File: config.mk
export PLATFORM = sky130hd
export DESIGN_NAME = crw_ctrl_regs
export DESIGN_NICKNAME = d
export VERILOG_FILES = /design/src/rtl/crw_pkg.sv /design/src/rtl/crw_cr0_unit.sv /design/src/rtl/crw_cr4_unit.sv /design/src/rtl/crw_a20_gate.sv /design/src/rtl/crw_flush_ctrl.sv /design/src/rtl/crw_ctrl_regs.sv
export SDC_FILE = /design/constraint.sdc
export NUM_CORES = 1
export LEC_CHECK = 0
export CAP_MARGIN = 20
export CORE_AREA = 2 2 105 107
export CTS_CLUSTER_SIZE = 10
export DETAILED_ROUTE_END_ITERATION = 8
export DIE_AREA = 0 0 107 109
export MAX_ROUTING_LAYER = met4
export PLACE_DENSITY = 0.75
export SLEW_MARGIN = 0
export SYNTH_ARGS = -nofsm -noshare
export SYNTH_HDL_FRONTEND = slang
export SYNTH_SLANG_ARGS = --single-unit
File: constraint.sdc
create_clock -name clk -period 1.3 [get_ports clk]
set_input_delay 0.325 -clock clk [delete_from_list [all_inputs] [get_ports clk]]
set_output_delay 0.325 -clock clk [all_outputs]
set_load 0.05 [all_outputs]
File: src/rtl/crw_pkg.sv
package crw_pkg;

    localparam int CRW_W      = 32;

    localparam int CR0_PE     = 0;
    localparam int CR0_MP     = 1;
    localparam int CR0_EM     = 2;
    localparam int CR0_TS     = 3;
    localparam int CR0_ET     = 4;
    localparam int CR0_WP     = 16;
    localparam int CR0_PG     = 31;

    localparam int CR4_PSE    = 4;
    localparam int CR4_PAE    = 5;
    localparam int CR4_PGE    = 7;
    localparam int CR4_OSFXSR = 9;

    localparam logic [CRW_W-1:0] CR0_RESET = 32'h6000_0010;

    typedef enum logic [1:0] {
        SEL_CR0  = 2'd0,
        SEL_CR3  = 2'd1,
        SEL_CR4  = 2'd2,
        SEL_RSVD = 2'd3
    } crw_sel_e;

    typedef struct packed {
        logic pe;
        logic addseg;
        logic mp;
        logic em;
        logic ts;
    } cr0_flags_t;

    typedef struct packed {
        logic full;
        logic nonglobal;
        logic exit_exec;
    } flush_req_t;

    function automatic cr0_flags_t derive_cr0_flags(input logic [3:0] low_bits);
        cr0_flags_t f;
        f.pe     = low_bits[CR0_PE];
        f.addseg = ~low_bits[CR0_PE];
        f.mp     = low_bits[CR0_MP];
        f.em     = low_bits[CR0_EM];
        f.ts     = low_bits[CR0_TS];
        return f;
    endfunction

    function automatic flush_req_t merge_flush(input logic full_any,
                                               input logic ng_any,
                                               input logic exit_any);
        flush_req_t r;
        r.full      = full_any;
        r.nonglobal = ng_any & ~full_any;
        r.exit_exec = exit_any;
        return r;
    endfunction

endpackage

File: src/rtl/crw_cr0_unit.sv
module crw_cr0_unit
    import crw_pkg::*;
#(
    parameter int DATA_W = CRW_W
) (
    input  logic              clk,
    input  logic              rst,
    input  logic              wr,
    input  logic [DATA_W-1:0] wr_data,
    output logic [DATA_W-1:0] cr0_q,
    output cr0_flags_t        flags_q,
    output logic              flush_req
);

    localparam logic [DATA_W-1:0] RESET_VAL = DATA_W'(CR0_RESET);

    logic [DATA_W-1:0] next_val;
    logic              pg_chg;
    logic              wp_chg;
    logic              pe_chg;

    always_comb begin
        next_val         = wr_data;
        next_val[CR0_ET] = 1'b1;
    end

    always_comb begin
        pg_chg    = next_val[CR0_PG] ^ cr0_q[CR0_PG];
        wp_chg    = next_val[CR0_WP] ^ cr0_q[CR0_WP];
        pe_chg    = next_val[CR0_PE] ^ cr0_q[CR0_PE];
        flush_req = wr & (pg_chg | wp_chg | pe_chg);
    end

    always_ff @(posedge clk) begin
        if (rst) begin
            cr0_q   <= RESET_VAL;
            flags_q <= derive_cr0_flags(RESET_VAL[3:0]);
        end else if (wr) begin
            cr0_q   <= next_val;
            flags_q <= derive_cr0_flags(next_val[3:0]);
        end
    end

endmodule

File: src/rtl/crw_cr4_unit.sv
module crw_cr4_unit
    import crw_pkg::*;
#(
    parameter int DATA_W = CRW_W
) (
    input  logic              clk,
    input  logic              rst,
    input  logic              wr,
    input  logic [DATA_W-1:0] wr_data,
    input  logic              sse_supported,
    output logic [DATA_W-1:0] cr4_q,
    output logic              osfxsr_q,
    output logic              flush_req
);

    logic [DATA_W-1:0] next_val;

    always_comb begin
        next_val = wr_data;
        if (!sse_supported) begin
            next_val[CR4_OSFXSR] = 1'b0;
        end
    end

    always_comb begin
        flush_req = wr & ((next_val[CR4_PGE] ^ cr4_q[CR4_PGE]) |
                          (next_val[CR4_PAE] ^ cr4_q[CR4_PAE]) |
                          (next_val[CR4_PSE] ^ cr4_q[CR4_PSE]));
    end

    always_ff @(posedge clk) begin
        if (rst) begin
            cr4_q    <= '0;
            osfxsr_q <= 1'b0;
        end else if (wr) begin
            cr4_q    <= next_val;
            osfxsr_q <= next_val[CR4_OSFXSR];
        end
    end

endmodule

File: src/rtl/crw_a20_gate.sv
module crw_a20_gate #(
    parameter int DATA_W  = 32,
    parameter int GATE_BIT = 20
) (
    input  logic              clk,
    input  logic              rst,
    input  logic              a20_enable,
    output logic [DATA_W-1:0] a20_mask,
    output logic              change_req
);

    logic state_q;

    assign change_req = (a20_enable != state_q);

    always_ff @(posedge clk) begin
        if (rst) begin
            state_q <= 1'b1;
        end else if (change_req) begin
            state_q <= a20_enable;
        end
    end

    for (genvar i = 0; i < DATA_W; i++) begin : g_mask
        if (i == GATE_BIT) begin : g_gate
            assign a20_mask[i] = state_q;
        end else begin : g_pass
            assign a20_mask[i] = 1'b1;
        end
    end

endmodule

File: src/rtl/crw_flush_ctrl.sv
module crw_flush_ctrl
    import crw_pkg::*;
#(
    parameter int N_FULL = 3
) (
    input  logic              clk,
    input  logic              rst,
    input  logic [N_FULL-1:0] full_src,
    input  logic              ng_src,
    input  logic              exit_src,
    output logic              flush_all,
    output logic              flush_nonglobal,
    output logic              exit_exec
);

    flush_req_t req;
    flush_req_t req_q;

    always_comb begin
        req = merge_flush(|full_src, ng_src, exit_src);
    end

    always_ff @(posedge clk) begin
        if (rst) begin
            req_q <= '0;
        end else begin
            req_q <= req;
        end
    end

    assign flush_all       = req_q.full;
    assign flush_nonglobal = req_q.nonglobal;
    assign exit_exec       = req_q.exit_exec;

endmodule

File: src/rtl/crw_ctrl_regs.sv
module crw_ctrl_regs
    import crw_pkg::*;
#(
    parameter int DATA_W   = CRW_W,
    parameter int GATE_BIT = 20
) (
    input  logic              clk,
    input  logic              rst,
    input  logic              wr_en,
    input  logic [1:0]        wr_sel,
    input  logic [DATA_W-1:0] wr_data,
    input  logic              sse_supported,
    input  logic              a20_enable,
    output logic [DATA_W-1:0] cr0_q,
    output logic [DATA_W-1:0] cr3_q,
    output logic [DATA_W-1:0] cr4_q,
    output logic [DATA_W-1:0] a20_mask,
    output logic              hf_pe,
    output logic              hf_addseg,
    output logic              hf_mp,
    output logic              hf_em,
    output logic              hf_ts,
    output logic              hf_osfxsr,
    output logic              flush_all,
    output logic              flush_nonglobal,
    output logic              exit_exec
);

    localparam int N_FULL = 3;

    crw_sel_e   sel;
    logic       wr_cr0;
    logic       wr_cr3;
    logic       wr_cr4;
    logic       cr0_flush;
    logic       cr4_flush;
    logic       a20_change;
    logic       cr3_flush;
    cr0_flags_t cr0_flags;

    assign sel    = crw_sel_e'(wr_sel);
    assign wr_cr0 = wr_en && (sel == SEL_CR0);
    assign wr_cr3 = wr_en && (sel == SEL_CR3);
    assign wr_cr4 = wr_en && (sel == SEL_CR4);

    crw_cr0_unit #(.DATA_W(DATA_W)) u_cr0 (
        .clk       (clk),
        .rst       (rst),
        .wr        (wr_cr0),
        .wr_data   (wr_data),
        .cr0_q     (cr0_q),
        .flags_q   (cr0_flags),
        .flush_req (cr0_flush)
    );

    always_ff @(posedge clk) begin
        if (rst) begin
            cr3_q <= '0;
        end else if (wr_cr3) begin
            cr3_q <= wr_data;
        end
    end

    assign cr3_flush = wr_cr3 & cr0_q[CR0_PG];

    crw_cr4_unit #(.DATA_W(DATA_W)) u_cr4 (
        .clk           (clk),
        .rst           (rst),
        .wr            (wr_cr4),
        .wr_data       (wr_data),
        .sse_supported (sse_supported),
        .cr4_q         (cr4_q),
        .osfxsr_q      (hf_osfxsr),
        .flush_req     (cr4_flush)
    );

    crw_a20_gate #(.DATA_W(DATA_W), .GATE_BIT(GATE_BIT)) u_a20 (
        .clk        (clk),
        .rst        (rst),
        .a20_enable (a20_enable),
        .a20_mask   (a20_mask),
        .change_req (a20_change)
    );

    crw_flush_ctrl #(.N_FULL(N_FULL)) u_flush (
        .clk             (clk),
        .rst             (rst),
        .full_src        ({a20_change, cr4_flush, cr0_flush}),
        .ng_src          (cr3_flush),
        .exit_src        (a20_change),
        .flush_all       (flush_all),
        .flush_nonglobal (flush_nonglobal),
        .exit_exec       (exit_exec)
    );

    assign hf_pe     = cr0_flags.pe;
    assign hf_addseg = cr0_flags.addseg;
    assign hf_mp     = cr0_flags.mp;
    assign hf_em     = cr0_flags.em;
    assign hf_ts     = cr0_flags.ts;

endmodule

**Yosys cells after proc, flatten, opt, wreduce, memory -nomap -nowiden**

Index checks and enable logic that the tools add are counted.

- Bits of input ports: 39
- Output and inout port bits: 137
- Register bits: 105

- Bitwise gates (word level): 16
- Eq/ne operators: 3
- Muxes and demuxes: 1
- Reduce and logical (&&, ||, !) cells: 5

Operator list:

| operator | count |
|---|---|
| $xor A1 B1 Y1 | 6 |
| $and A1 B1 Y1 | 4 |
| $or A1 B1 Y1 | 4 |
| $logic_and A1 B1 Y1 | 3 |
| $reduce_or A3 Y1 | 1 |
| $eq A2 B1 Y1 const B | 1 |
| $eq A2 B2 Y1 const B | 1 |
| $logic_not A2 Y1 | 1 |
| $not A1 Y1 | 2 |
| $mux W1 | 1 |
| $ne A1 B1 Y1 | 1 |

**Logic depth before layout (Yosys ltp)**

Gate-level depths: netlist of the first run.

- Depth in word-level cells: 7
- Mapped depth: 5

**Cells and area by module**

Synthesis of the first run repeated with hierarchy kept, for this count alone.

- Cell total of the unflattened synthesis: 410
- Area, all modules: 4322.9 um2

Modules (own cells, without submodules):

| module | instances | seq. area each (um2) | cells each | area each (um2) |
|---|---|---|---|---|
| crw_ctrl_regs | 1 | 640.6 | 144 | 1490.2 |
| crw_cr0_unit | 1 | 640.6 | 114 | 1247.4 |
| crw_cr4_unit | 1 | 640.6 | 109 | 1217.4 |
| crw_a20_gate | 1 | 20.0 | 36 | 279.0 |
| crw_flush_ctrl | 1 | 60.1 | 7 | 88.8 |

**Worst setup path before layout of the first run**

Ideal clock, no wire load.

- Kind: register -> register
- Start point: register u_cr4.cr4_q[4]
- End point: register u_flush.req_q (netlist bit u_flush.flush_all)
- Period minus slack after synthesis: 1.307 ns
- Data required time: 1.180 ns
- Path buffers: 0
- Setup slack: -0.007 ns
- Cell stages (with the launch flop): 4
- Data arrival time: 1.187 ns
- Library setup time: 0.120 ns
- Cell sequence: dfxtp_1 -> xnor2_1 -> a31oi_1 -> o31a_1

- Longest elaborated chain between the ends: 4

RTL lines:

| item | RTL line | text |
|---|---|---|
| start: declaration | crw_cr4_unit.sv:11 | `output logic [DATA_W-1:0] cr4_q,` |
| start signal: assignment | crw_cr4_unit.sv:36 | `cr4_q <= next_val;` |
| $xor A1 B1 Y1 | crw_cr4_unit.sv:28 | `(next_val[CR4_PSE] ^ cr4_q[CR4_PSE]));` |
| $or A1 B1 Y1 | crw_cr4_unit.sv:27 | `(next_val[CR4_PAE] ^ cr4_q[CR4_PAE]) \|` |
| $and A1 B1 Y1 | crw_cr4_unit.sv:26 | `flush_req = wr & ((next_val[CR4_PGE] ^ cr4_q[CR4_PGE]) \|` |
| $reduce_or A3 Y1 | crw_flush_ctrl.sv:20 | `req = merge_flush(\|full_src, ng_src, exit_src);` |
| end signal: assignment | crw_flush_ctrl.sv:27 | `req_q <= req;` |
| end: declaration | crw_flush_ctrl.sv:17 | `flush_req_t req_q;` |

Every way passes these cells.
A chain may end at the register's enable or synchronous reset.

**Worst setup path in the final report of the first run**

- Start point: input wr_sel[1]
- End point: register cr3_q[21]

- Longest elaborated chain between the ends: 2

RTL lines:

| item | RTL line | text |
|---|---|---|
| start: declaration | crw_ctrl_regs.sv:10 | `input logic [1:0] wr_sel,` |
| $eq A2 B1 Y1 | crw_ctrl_regs.sv:43 | `assign wr_cr3 = wr_en && (sel == SEL_CR3);` |
| $logic_and A1 B1 Y1 | crw_ctrl_regs.sv:43 |  |
| end signal: assignment | crw_ctrl_regs.sv:60 | `cr3_q <= wr_data;` |
| end: declaration | crw_ctrl_regs.sv:15 | `output logic [DATA_W-1:0] cr3_q,` |

Every way passes these cells.

==> results of run 1 <==
[cell type report]
class                           instances  share of cell area (%)
Tap cell                              140                    2.54
Clock buffer                            9                    1.79
Clock inverter                          7                    1.20
Multi-Input combinational cell        339                    22.0
Timing Repair Buffer                  180                    42.9
Inverter                                1                  0.0544
Sequential cell                       100                    29.5
[cells by family (layout without fill, tap and decap cells)]
logic type / Yosys count / count (layout) / synth area share (%)
simple gates: 203 / 203 / 21.2
xor+xnor: 7 / 7 / 1.61
buf+inv: 71 / 197 / 11.3
flops: 100 / 100 / 52.6
compound gates: 97 / 97 / 13.2
other cells: 1 / 32 / 0.0986
[sequential cells by signal, summed over array words and instances, names as in the netlist]
signal,flops
cr3_q,32
u_a20.state_q,1
u_cr0.cr0_q,31
u_cr0.flags_q,1
u_cr4.cr4_q,32
u_flush.exit_exec,1
u_flush.flush_all,1
u_flush.flush_nonglobal,1
[report_power, final]
group	total [W]	internal (W)	switching, W
registers	0.00329	0.00317	0.000119
logic	0.00164	0.000699	0.000939
clock network	0.00206	0.000924	0.00113
total	0.00698	0.00479	0.00219
[placed cells by master, fill, tap and decap left out, drive strengths merged, types with 2 or more instances in the layout]
cell           Yosys  routed
xnor2              6       6
nand3              4       4
and3b              2       2
dlygate4sd2        0       3
inv                1       4
clkinv             0       2
nand2            189     189
dfxtp            100     100
conb               1      32
nand3b             2       2
a31oi              2       2
clkdlybuf4s50      0      34
buf               54     142
clkbuf            16       9
a21oi             93      93
[metal layers]
metal  global-route usage, %  part of all wire [%]  routed length, um
met3                    5.92                   7.6                925
met5                       -                     0                  0
met1                    25.2                    39               4700
met4                    6.31                   1.3                161
met2                    37.3                    53               6410
[final timing paths]
kind,start,end,slack [ns]
hold reg to reg,u_cr4.cr4_q[20],u_cr4.cr4_q[20],0.49
setup reg to reg,u_cr0.cr0_q[16],u_flush.flush_all,0.06
hold / removal,rst,u_cr4.cr4_q[27],0.35
setup / recovery,wr_sel[1],cr3_q[21],0.03
[metrics by stage]
step | setup TNS (ns) | instance area, um^2
2_1_floorplan | 0 | 3930
3_3_place_gp | -36.18 | 6450
3_5_place_dp | -39.46 | 6450
4_1_cts | 0 | 6870
5_1_grt | 0 | 6910
6_report | 0 | 6910
[worst max-delay path: cells and delay by family]
kind / cells / cell delay, ns
buffers and inverters: 4 / 0.67
AO/OA/AOI/OAI: 1 / 0.13
AND/OR/NAND/NOR: 2 / 0.43
[repair_timing]
item	4_1_cts	5_1_grt
endpoints found under the setup margin	67	21
pin swaps	1	0
hold buffers	0	0
cloned	4	0
buffers inserted	5	0
resized for setup	23	19
==> impl.org, run 1 <==
** Outcome
- Status :: finished, final reports clean

** Global routing
- Residual overflow from global routing :: 0
- Number of global-route vias before repair :: 3667
- First-pass GRT wire length :: 18.9 mm
- Pin count of the biggest net entering global routing :: 44
- The initial antenna violation count was 0.
- Across every metal layer, demand over resource in global routing totals 21.8%.

** Final layout
- Relative to the synthesized area, the layout overhead comes to 81.5%.
- After the last flow step, the layout net total stands at 670.
- Counting the fill cells in the layout gives 818.
- Share of cells above drive strength 1 :: 30.2%
- In the final layout, the multi-input gates occupy 0.00152 mm^2.
- Final antenna diode count :: 0
- Registers take 0.00204 mm^2.
- For this run, the number of standard cells in the final layout without fillers is 776.
- Once layout is complete, the utilization of the core stands at 65.1%.

** Detailed routing
- The final layout contains routed wiring with a total length of 12.2 mm.
- The first routing iteration left 224 violations.
- The routed layout has 3710 vias.
- The count of nets left with antenna violations once routing finished came out at 0.
- Detailed-route vias per instance :: 4.78
- For this run, the detailed router's first-pass iteration total came to 6.
- Final routed DRC violation total :: 0
- Drt wl/cell :: 15.7 um

** Timing
- Maximum frequency from static timing analysis :: 0.789 GHz
- Across all hold checks on the routed design, the worst slack comes to 0.349 ns.
- The worst path needs 1.27 ns of the cycle, external delays included.
- Setup violation total in the final timing report :: 0
- Worst path setup slack after routing :: 0.0330 ns
- Setup Skew :: 0.00673 ns
- Fin. Hold Viols :: 0
- Final period util :: 97.5%
- RSZ-0062 raised after global routing :: no
- The max-slew violation count is 0.

** Synthesis
- Library cell with the highest instance count after synthesis :: sky130_fd_sc_hd__nand2_1
- In the synthesized netlist the async set-or-reset flop fraction comes to 0%.
- Yosys warnings :: 0
- After technology mapping, the gate count stands at 479.
- Mapped Area :: 0.00380 mm^2
- After synthesis, the largest area contributor takes up 52.6% of total cell area.
- After synthesis, the most frequently instantiated cells are sky130_fd_sc_hd__nand2_1 (189), sky130_fd_sc_hd__dfxtp_1 (100), sky130_fd_sc_hd__a21oi_1 (93), sky130_fd_sc_hd__buf_4 (38).
- Of the synthesized area, sequential elements account for 52.6%.
- Counting flops and latches in the post-synthesis netlist gives 100.
- Largest area contributor in the synthesized netlist :: sky130_fd_sc_hd__dfxtp_1
- Largest cells by area after synthesis :: sky130_fd_sc_hd__dfxtp_1 (53%), sky130_fd_sc_hd__nand2_1 (19%), sky130_fd_sc_hd__a21oi_1 (12%)
- Number of enable-type register cells in the synthesized netlist :: 0
- In the synthesized netlist the dominant register cell turns out to be sky130_fd_sc_hd__dfxtp_1.
- Distinct cells, synth :: 23
- Avg Inst Size Synth :: 7.94 um^2

** Die
- Measured along the y axis, the die boundary spans 109 um.
- Initial Utilization :: 35.9%
- The die covers 0.0117 mm^2.
- I/O pin total :: 176
- Total core area :: 0.0106 mm^2
- The floorplan has 38 rows.
- In this run the horizontal extent of the chip is 107 um.

** Clock network
- Number of buffers added by the clock tree synthesis step :: 9
- Clock latency on the worst-skew pair, taken at its later pin, is 0.36 ns.
- Largest buffer count on any clock path :: 2
- TritonCTS built the clock tree.
- Reg clk slew, reported paths :: 0.11 ns
- H-tree depth reported by CTS :: 3
- Counting every sink on the clock net gives 100.
- Library cell used as clock root buffer :: sky130_fd_sc_hd__clkbuf_8

** Critical path
- The critical path in this run is classified as in -> reg.
- Highest fanout seen on the critical path :: 10
- Walking the worst path, the cells encountered are dlygate4sd2_1 -> buf_4 -> and3b_2 -> buf_12 -> buf_16 -> nand2_1 -> a21oi_2.
- At the worst endpoint, the required time is 1.60 ns.
- Category of the worst setup path launch point :: primary input
- CP peak stage delay :: 0.35 ns
- For the worst setup path, the data arrival time is 1.57 ns.
- Nature of the critical path endpoint :: register
- Worst path slowest cell :: sky130_fd_sc_hd__and3b_2
- Measured in cells, the most critical reg-to-reg path has a length of 5.

** Worst hold path
- The min-delay analysis places its worst path in the category in -> reg.
- The worst hold path passes through 3 cells.

** Power and ir drop
- Power Total :: 0.00698 W
- Static power due to leakage :: 2.65 nW
- In this run the power density over the cells is 1010 mW/mm^2.
- Worst voltage drop across the vdd grid :: 665 uV

** Flow run
- The tool flagged a number of max-cap violations equal to 0.

** Placed design
- Post-place setup slack :: -0.529 ns
- During placement, the flow inserted port buffers numbering 143.
- Including well taps, the total number of placed cells is 753.
- The congestion estimate from routability-driven global placement came to 0.825.
- The HPWL after detailed placement is 8.77 mm.
Power figures use the tool's default switching activity.
==> run 2, diff against run 1 <==
--- a/config.mk
+++ b/config.mk
@@ -12,6 +12,7 @@
 export DIE_AREA = 0 0 107 109
 export MAX_ROUTING_LAYER = met4
 export PLACE_DENSITY = 0.75
+export SKIP_CTS_REPAIR_TIMING = 1
 export SLEW_MARGIN = 0
 export SYNTH_ARGS = -nofsm -noshare
 export SYNTH_HDL_FRONTEND = slang
==> run 2 against run 1 <==
Against the previous run: clock power is essentially flat; die area is the same; clock-buffer cell count is the same; sequential power is essentially flat; utilization shrank 0.87 points; worst setup slack lost 0.013 ns; sequential share of layout area grew 0.20 points.
==> impl.org, run 2 (synthesis results as in run 1) <==
** Outcome
- The run finished with clean final reports.

** Worst hold path
- The worst hold path passes through 3 cells.
- In this run the worst hold path is classified as in -> reg.

** Power and ir drop
- Of the total power, the clock network draws 29.6%.
- Power spread over the standard cell area amounts to 1020 mW/mm^2.
- Sequential share of power :: 47.2%
- In this run switching power makes up 31.4% of total power.
- VDD sags by at most 777 uV.
- Total power for the finished layout comes to 0.00696 W.
- The analysis attributes to net switching a power of 0.00219 W.
- Summed over all cells, the static leakage comes to 2.62 nW.
- Gate power share :: 23.1%
- Internal power comes to 0.00477 W.

** Die
- Die outline width :: 107 um
- The floorplan has 38 rows.
- The die is 109 um tall.
- The floorplan step defined a core boundary enclosing 0.0106 mm^2.
- I/O pin total :: 176
- Once the floorplan was initialized, standard cells occupied 35.9% of the core.
- Total die area :: 0.0117 mm^2

** Placed design
- Sum of net half-perimeters after detailed placement :: 8.77 mm
- In this run, placement finished with an instance count of 753.
- Final RePlAce weighted congestion :: 0.825
- Total of buffers placed on input and output ports :: 143
- Once placement finished, the instance area stood at 0.00645 mm^2.

** Global routing
- After global routing the overflow that remains totals 0.
- The first global-routing pass estimated 17.9 mm of wire.
- Number of antenna violations at the first check in global routing :: 0
- The number of global-route vias before repair came to 3507.
- Pin count of the biggest net entering global routing :: 44
- GRT Util Overall :: 20.4%

** Final layout
- In the final design database the tool counted 667 nets.
- Leading cell types in the layout, fill and taps excluded :: sky130_fd_sc_hd__nand2_1 (189), sky130_fd_sc_hd__buf_12 (112), sky130_fd_sc_hd__a21oi_1 (91)
- Cell Count, Final, Fillers Out :: 773
- Area of all placed cells without fillers :: 0.00681 mm^2
- Relative area change from synthesis to final layout :: 79.1%
- Register area :: 0.00202 mm^2
- In the final layout, the registers with the most flip-flops are cr3_q (32), u_cr4.cr4_q (32), u_cr0.cr0_q (31).
- Once layout is complete, the utilization of the core stands at 64.3%.
- Counting the fill cells in the layout gives 824.
- In the final layout, the multi-input gates occupy 0.00152 mm^2.
- Final antenna diode count :: 0
- Share of cells above drive strength 1 :: 28.1%
- Leaving out fill and tap cells, the most frequent cell in the layout is sky130_fd_sc_hd__nand2_1.

** Timing
- The final critical path takes up 98.5% of the cycle.
- Setup Skew :: 0.00877 ns
- Setup violations remaining at the end of the flow were counted as 0.
- Final hold analysis gives a worst-case slack of 0.348 ns.
- Time the worst path needs with I/O delays and setup :: 1.28 ns
- Fin. Hold Viols :: 0
- RSZ-0062 raised after global routing :: yes
- The max-slew violation count is 0.
- Maximum frequency from static timing analysis :: 0.781 GHz

** Clock network
- Library cell used as clock root buffer :: sky130_fd_sc_hd__clkbuf_8
- For this design, the sink count on the clock tree is 100.
- Worst skew pair latency :: 0.36 ns
- Reg clk slew, reported paths :: 0.11 ns
- TritonCTS created 9 clock buffers.
- The H-tree generated during clock tree synthesis spans 3 levels.
- In this run the deepest clock path goes through 2 buffers.
- CTS tree :: done

** Detailed routing
- The routed design has 11.9 mm of wire.
- After detailed routing, the average wire length per cell comes to 15.4 um.
- After detailed routing, the number of remaining DRC violations is 0.
- Detailed-route vias per instance :: 4.72
- The detailed router finished its first iteration with 210 violations.
- Detailed routing inserted a total of 3646 vias.
- First-pass detailed-route iteration total :: 4
- Post-route ant nets :: 0

** Critical path
- Nature of the critical path endpoint :: output port
- Highest fanout seen on the critical path :: 2
- The setup path with the least slack is of type reg -> out.
- At the worst endpoint, the required time is 0.98 ns.
- Arrival @ worst endpoint :: 0.95 ns
- Measured in cells, the most critical reg-to-reg path has a length of 4.
- STA classifies the critical path startpoint as a register.
- The setup check on the worst reg-to-reg path leaves a slack of 0.09 ns.

** Flow run
- Max-cap violations in this run came to 0.
run 2: changes by cell type in the layout (fill, tap and decap cells not counted), sizes merged:
| cell | delta |
|---|---|
| dlygate4sd2 | -3 |
| bufbuf | -1 |
| buf | -4 |
| clkbuf | +2 |
| dlymetal6s2s | +3 |
run 2: power groups by stage:
stage	Clock (W)	Sequential, W	Combinational [W]
global placement	0	0.00335	0.00155
CTS	0.00210	0.00329	0.00157
finish	0.00206	0.00329	0.00161
detailed placement	0	0.00336	0.00157
global route	0.00223	0.00330	0.00168
floorplan	0	0.00365	0.000549
run 2: worst paths after layout:
path | endpoint | from
min reg2reg | u_cr4.cr4_q[7] | u_cr4.cr4_q[7]
min | u_cr4.cr4_q[27] | rst
max reg2reg | u_flush.flush_all | u_cr0.cr0_q[31]
max | cr0_q[31] | u_cr0.cr0_q[31]
run 2: final cells by class:
cell class,count,share of cell area (%)
Sequential cell,100,29.7
Clock inverter,7,1.21
Tap cell,140,2.57
Clock buffer,9,1.82
Timing Repair Buffer,177,42.4
Inverter,1,0.0551
Multi-Input combinational cell,339,22.3
run 2: critical path, cell delays in order, from the launching register on:
cell and delay [ns]:
sky130_fd_sc_hd__dfxtp_2 0.34, sky130_fd_sc_hd__buf_6 0.12, sky130_fd_sc_hd__buf_12 0.14
run 2: per-stage QoR:
stage	TNS [ns]	setup WS, ns
final	0	0.0201
after global routing	-0.0174	-0.0140
after CTS	-3.43	-0.146
after detailed placement	-39.46	-0.529
after global placement	-36.18	-0.478
after floorplan	0	0.000947
run 2: routing by layer:
layer | wire, um | part of all wire, % | up-vias | GRT usage, %
li1 | - | - | 1762 | -
met2 | 6260 | 53 | 125 | 34.6
met4 | 144 | 1.2 | 0 | 5.29
met3 | 771 | 6.5 | 12 | 5.50
met1 | 4730 | 40 | 1747 | 24.0
met5 | 0 | 0 | - | -
==> run 3, diff against run 2 <==
--- a/config.mk
+++ b/config.mk
@@ -7,11 +7,11 @@
 export LEC_CHECK = 0
 export CAP_MARGIN = 20
 export CORE_AREA = 2 2 105 107
-export CTS_CLUSTER_SIZE = 10
+export CTS_CLUSTER_SIZE = 25
 export DETAILED_ROUTE_END_ITERATION = 8
 export DIE_AREA = 0 0 107 109
-export MAX_ROUTING_LAYER = met4
 export PLACE_DENSITY = 0.75
+export RECOVER_POWER = 50
 export SKIP_CTS_REPAIR_TIMING = 1
 export SLEW_MARGIN = 0
 export SYNTH_ARGS = -nofsm -noshare
==> run 3 against run 2 <==
Against the previous run: sequential cell count stayed put; die area stayed put; critical path depth stayed put; sequential share of layout area is 0.47 points higher; final cell count stayed put; sequential power hardly changed; clock skew is 0.00051 ns higher; worst setup slack worse by 0.0065 ns; maximum frequency is 0.50% lower; highest routed layer unchanged.
==> impl.org, run 3 (synthesis results as in run 1) <==
** Critical path
- Depth of the most critical reg-to-reg path :: 4
- Category of the worst setup path launch point :: register
- Setup slack of the most critical reg-to-reg path :: 0.09 ns
- Data required, critical path :: 0.98 ns
- Startpoint of the most critical setup path :: u_cr0.cr0_q[31]
- CP peak stage delay :: 0.35 ns
- The critical path is of the reg -> out type.
- In this run the critical register-to-register path is captured at u_flush.flush_all.
- The signal on the critical path passes through buf_6 -> buf_12.
- The worst register-to-register path begins at u_cr0.cr0_q[31].
- Nature of the critical path endpoint :: output port
- Along the worst path, the maximum fanout reaches 2.
- Data arrives at the worst endpoint at 0.96 ns.
- Worst path slowest cell :: sky130_fd_sc_hd__dfxtp_2

** Clock network
- TritonCTS built the clock tree.
- CTS built an H-tree with a depth of 3.
- Clock Sink Count :: 100
- For the worst-skew pair, the clock arrives at the later sink with an insertion delay of 0.36 ns.
- The longest clock path from root to sink contains 2 buffers.
- Number of buffers added by the clock tree synthesis step :: 9
- Clock-pin slew was measured on the worst setup and hold paths at 0.11 ns.
- The tree is rooted in a sky130_fd_sc_hd__clkbuf_8.

** Detailed routing
- Dividing the detail-routed wire length by the instance count gives 15.5 um.
- The routed layout has 3672 vias.
- First-pass detailed-route iteration total :: 4
- Final routed DRC violation total :: 0
- In the routed layout, each cell is associated on average with a via count of 4.75.
- The detail route stage leaves a number of antenna-violating nets equal to 0.
- Drt initial violations :: 256
- Total Routed Length :: 12.0 mm

** Worst hold path
- In this run the most critical hold path is launched from rst.
- Hold Crit Depth :: 3
- Hold crit path type :: in -> reg
- The path with the worst hold slack has its endpoint at u_cr4.cr4_q[27].

** Timing
- Hold WS :: 0.351 ns
- The count of final hold-check violations came to 0.
- Final period util :: 99.0%
- The max-slew violation count was 0.
- RSZ-0062 raised after global routing :: yes
- Setup violation total in the final timing report :: 0
- Setup total negative slack on the finished layout was measured at 0 ns.
- Time the worst path needs with I/O delays and setup :: 1.29 ns
- Setup Skew :: 0.00928 ns
- Maximum frequency from static timing analysis :: 0.777 GHz
- After layout, the worst setup slack is 0.0136 ns.

** Die
- For this design the top-level I/O count stands at 176.
- The core region is 0.0106 mm^2.
- Total die area :: 0.0117 mm^2
- Initial Utilization :: 35.9%
- Row count :: 38
- The die is 107 um wide.
- In this run the vertical extent of the chip is 109 um.

** Final layout
- Final antenna diode count :: 0
- The largest registers in the layout are cr3_q (32), u_cr4.cr4_q (32), u_cr0.cr0_q (31).
- Leaving out fill and tap cells, the most frequent cell in the layout is sky130_fd_sc_hd__nand2_1.
- After the last flow step, the layout net total stands at 667.
- Cell Count, Final, Fillers Out :: 773
- From synthesis to final layout, the design area changed by 76.3%.
- Share of cells above drive strength 1 :: 27.3%
- Total of fill cells in the finished design :: 842
- In the layout the commonest cells are sky130_fd_sc_hd__nand2_1 (189), sky130_fd_sc_hd__buf_12 (109), sky130_fd_sc_hd__a21oi_1 (91).

** Power and ir drop
- Net switching is 31.6% of the power.
- For this design the static power due to leakage is 2.59 nW.
- The share of total power dissipated in the clock network is 29.8%.
- Power comes to 0.00693 W.
- Sequential share of power :: 47.4%
- Total power density per cell area :: 1030 mW/mm^2
- The worst-case IR drop observed on VDD is 787 uV.
- The internal portion of the total power is 0.00474 W.
- Gate power share :: 22.8%
- The analysis attributes to net switching a power of 0.00219 W.

** Global routing
- Pin count of the biggest net entering global routing :: 44
- Number of antenna violations at the first check in global routing :: 0
- Number of global-route vias before repair :: 3502
- For this run, the total global-route usage over all layers was measured as 19.8%.
- The first global-routing pass estimated 17.9 mm of wire.
- Residual overflow from global routing :: 0

** Placed design
- Placed cell count :: 753
- Total of buffers placed on input and output ports :: 143
- Sum of net half-perimeters after detailed placement :: 8.77 mm
- Final RePlAce weighted congestion :: 0.813
- Post-place setup slack :: -0.529 ns

** Outcome
- Status :: finished, final reports clean

** Flow run
- Max-cap viol count :: 0
-- run 3: final cells by class --
type	count	area [um^2]	area share, %
Timing Repair Buffer	177	2780	41.5
Sequential cell	100	2020	30.1
Multi-Input combinational cell	339	1520	22.6
Tap cell	140	175	2.61
Clock buffer	9	124	1.85
Clock inverter	7	82.6	1.23
Inverter	1	3.75	0.0560
-- run 3: worst max-delay path, delay by kind of cell, from the launching register on --
kind / cells / cell delay (ns)
flops: 1 / 0.35
buf+inv: 2 / 0.27
-- run 3: worst max path at each step --
stage / endpoint / slack, ns
2_1_floorplan: u_flush.flush_all / 0.0009
3_3_place_gp: u_cr4.cr4_q[9] / -0.48
3_5_place_dp: u_cr4.cr4_q[9] / -0.53
4_1_cts: u_cr4.cr4_q[9] / -0.15
5_1_grt: cr0_q[31] / -0.01
6_report: cr0_q[31] / 0.01
-- run 3: metrics by stage --
step	utilization (%)	instance area [um^2]
5_1_grt	63.3	6710
2_1_floorplan	-	3930
4_1_cts	62.7	6650
3_3_place_gp	60.8	6450
3_5_place_dp	60.8	6450
6_report	63.3	6710
-- run 3: routing by layer --
metal | vias to the layer above | track usage [%] | routed length, um
li1 | 1758 | - | -
met3 | 10 | 5.80 | 913
met4 | 0 | 5.29 | 137
met1 | 1760 | 23.7 | 4700
met5 | - | 0 | 0
met2 | 144 | 34.7 | 6230
-- run 3: power groups by stage --
| stage | Sequential [W] | Clock, W | Combinational, W |
|---|---|---|---|
| after CTS | 0.00329 | 0.00210 | 0.00157 |
| after floorplan | 0.00365 | 0 | 0.000549 |
| after detailed placement | 0.00336 | 0 | 0.00157 |
| after global routing | 0.00330 | 0.00223 | 0.00165 |
| final | 0.00329 | 0.00207 | 0.00158 |
| after global placement | 0.00335 | 0 | 0.00155 |
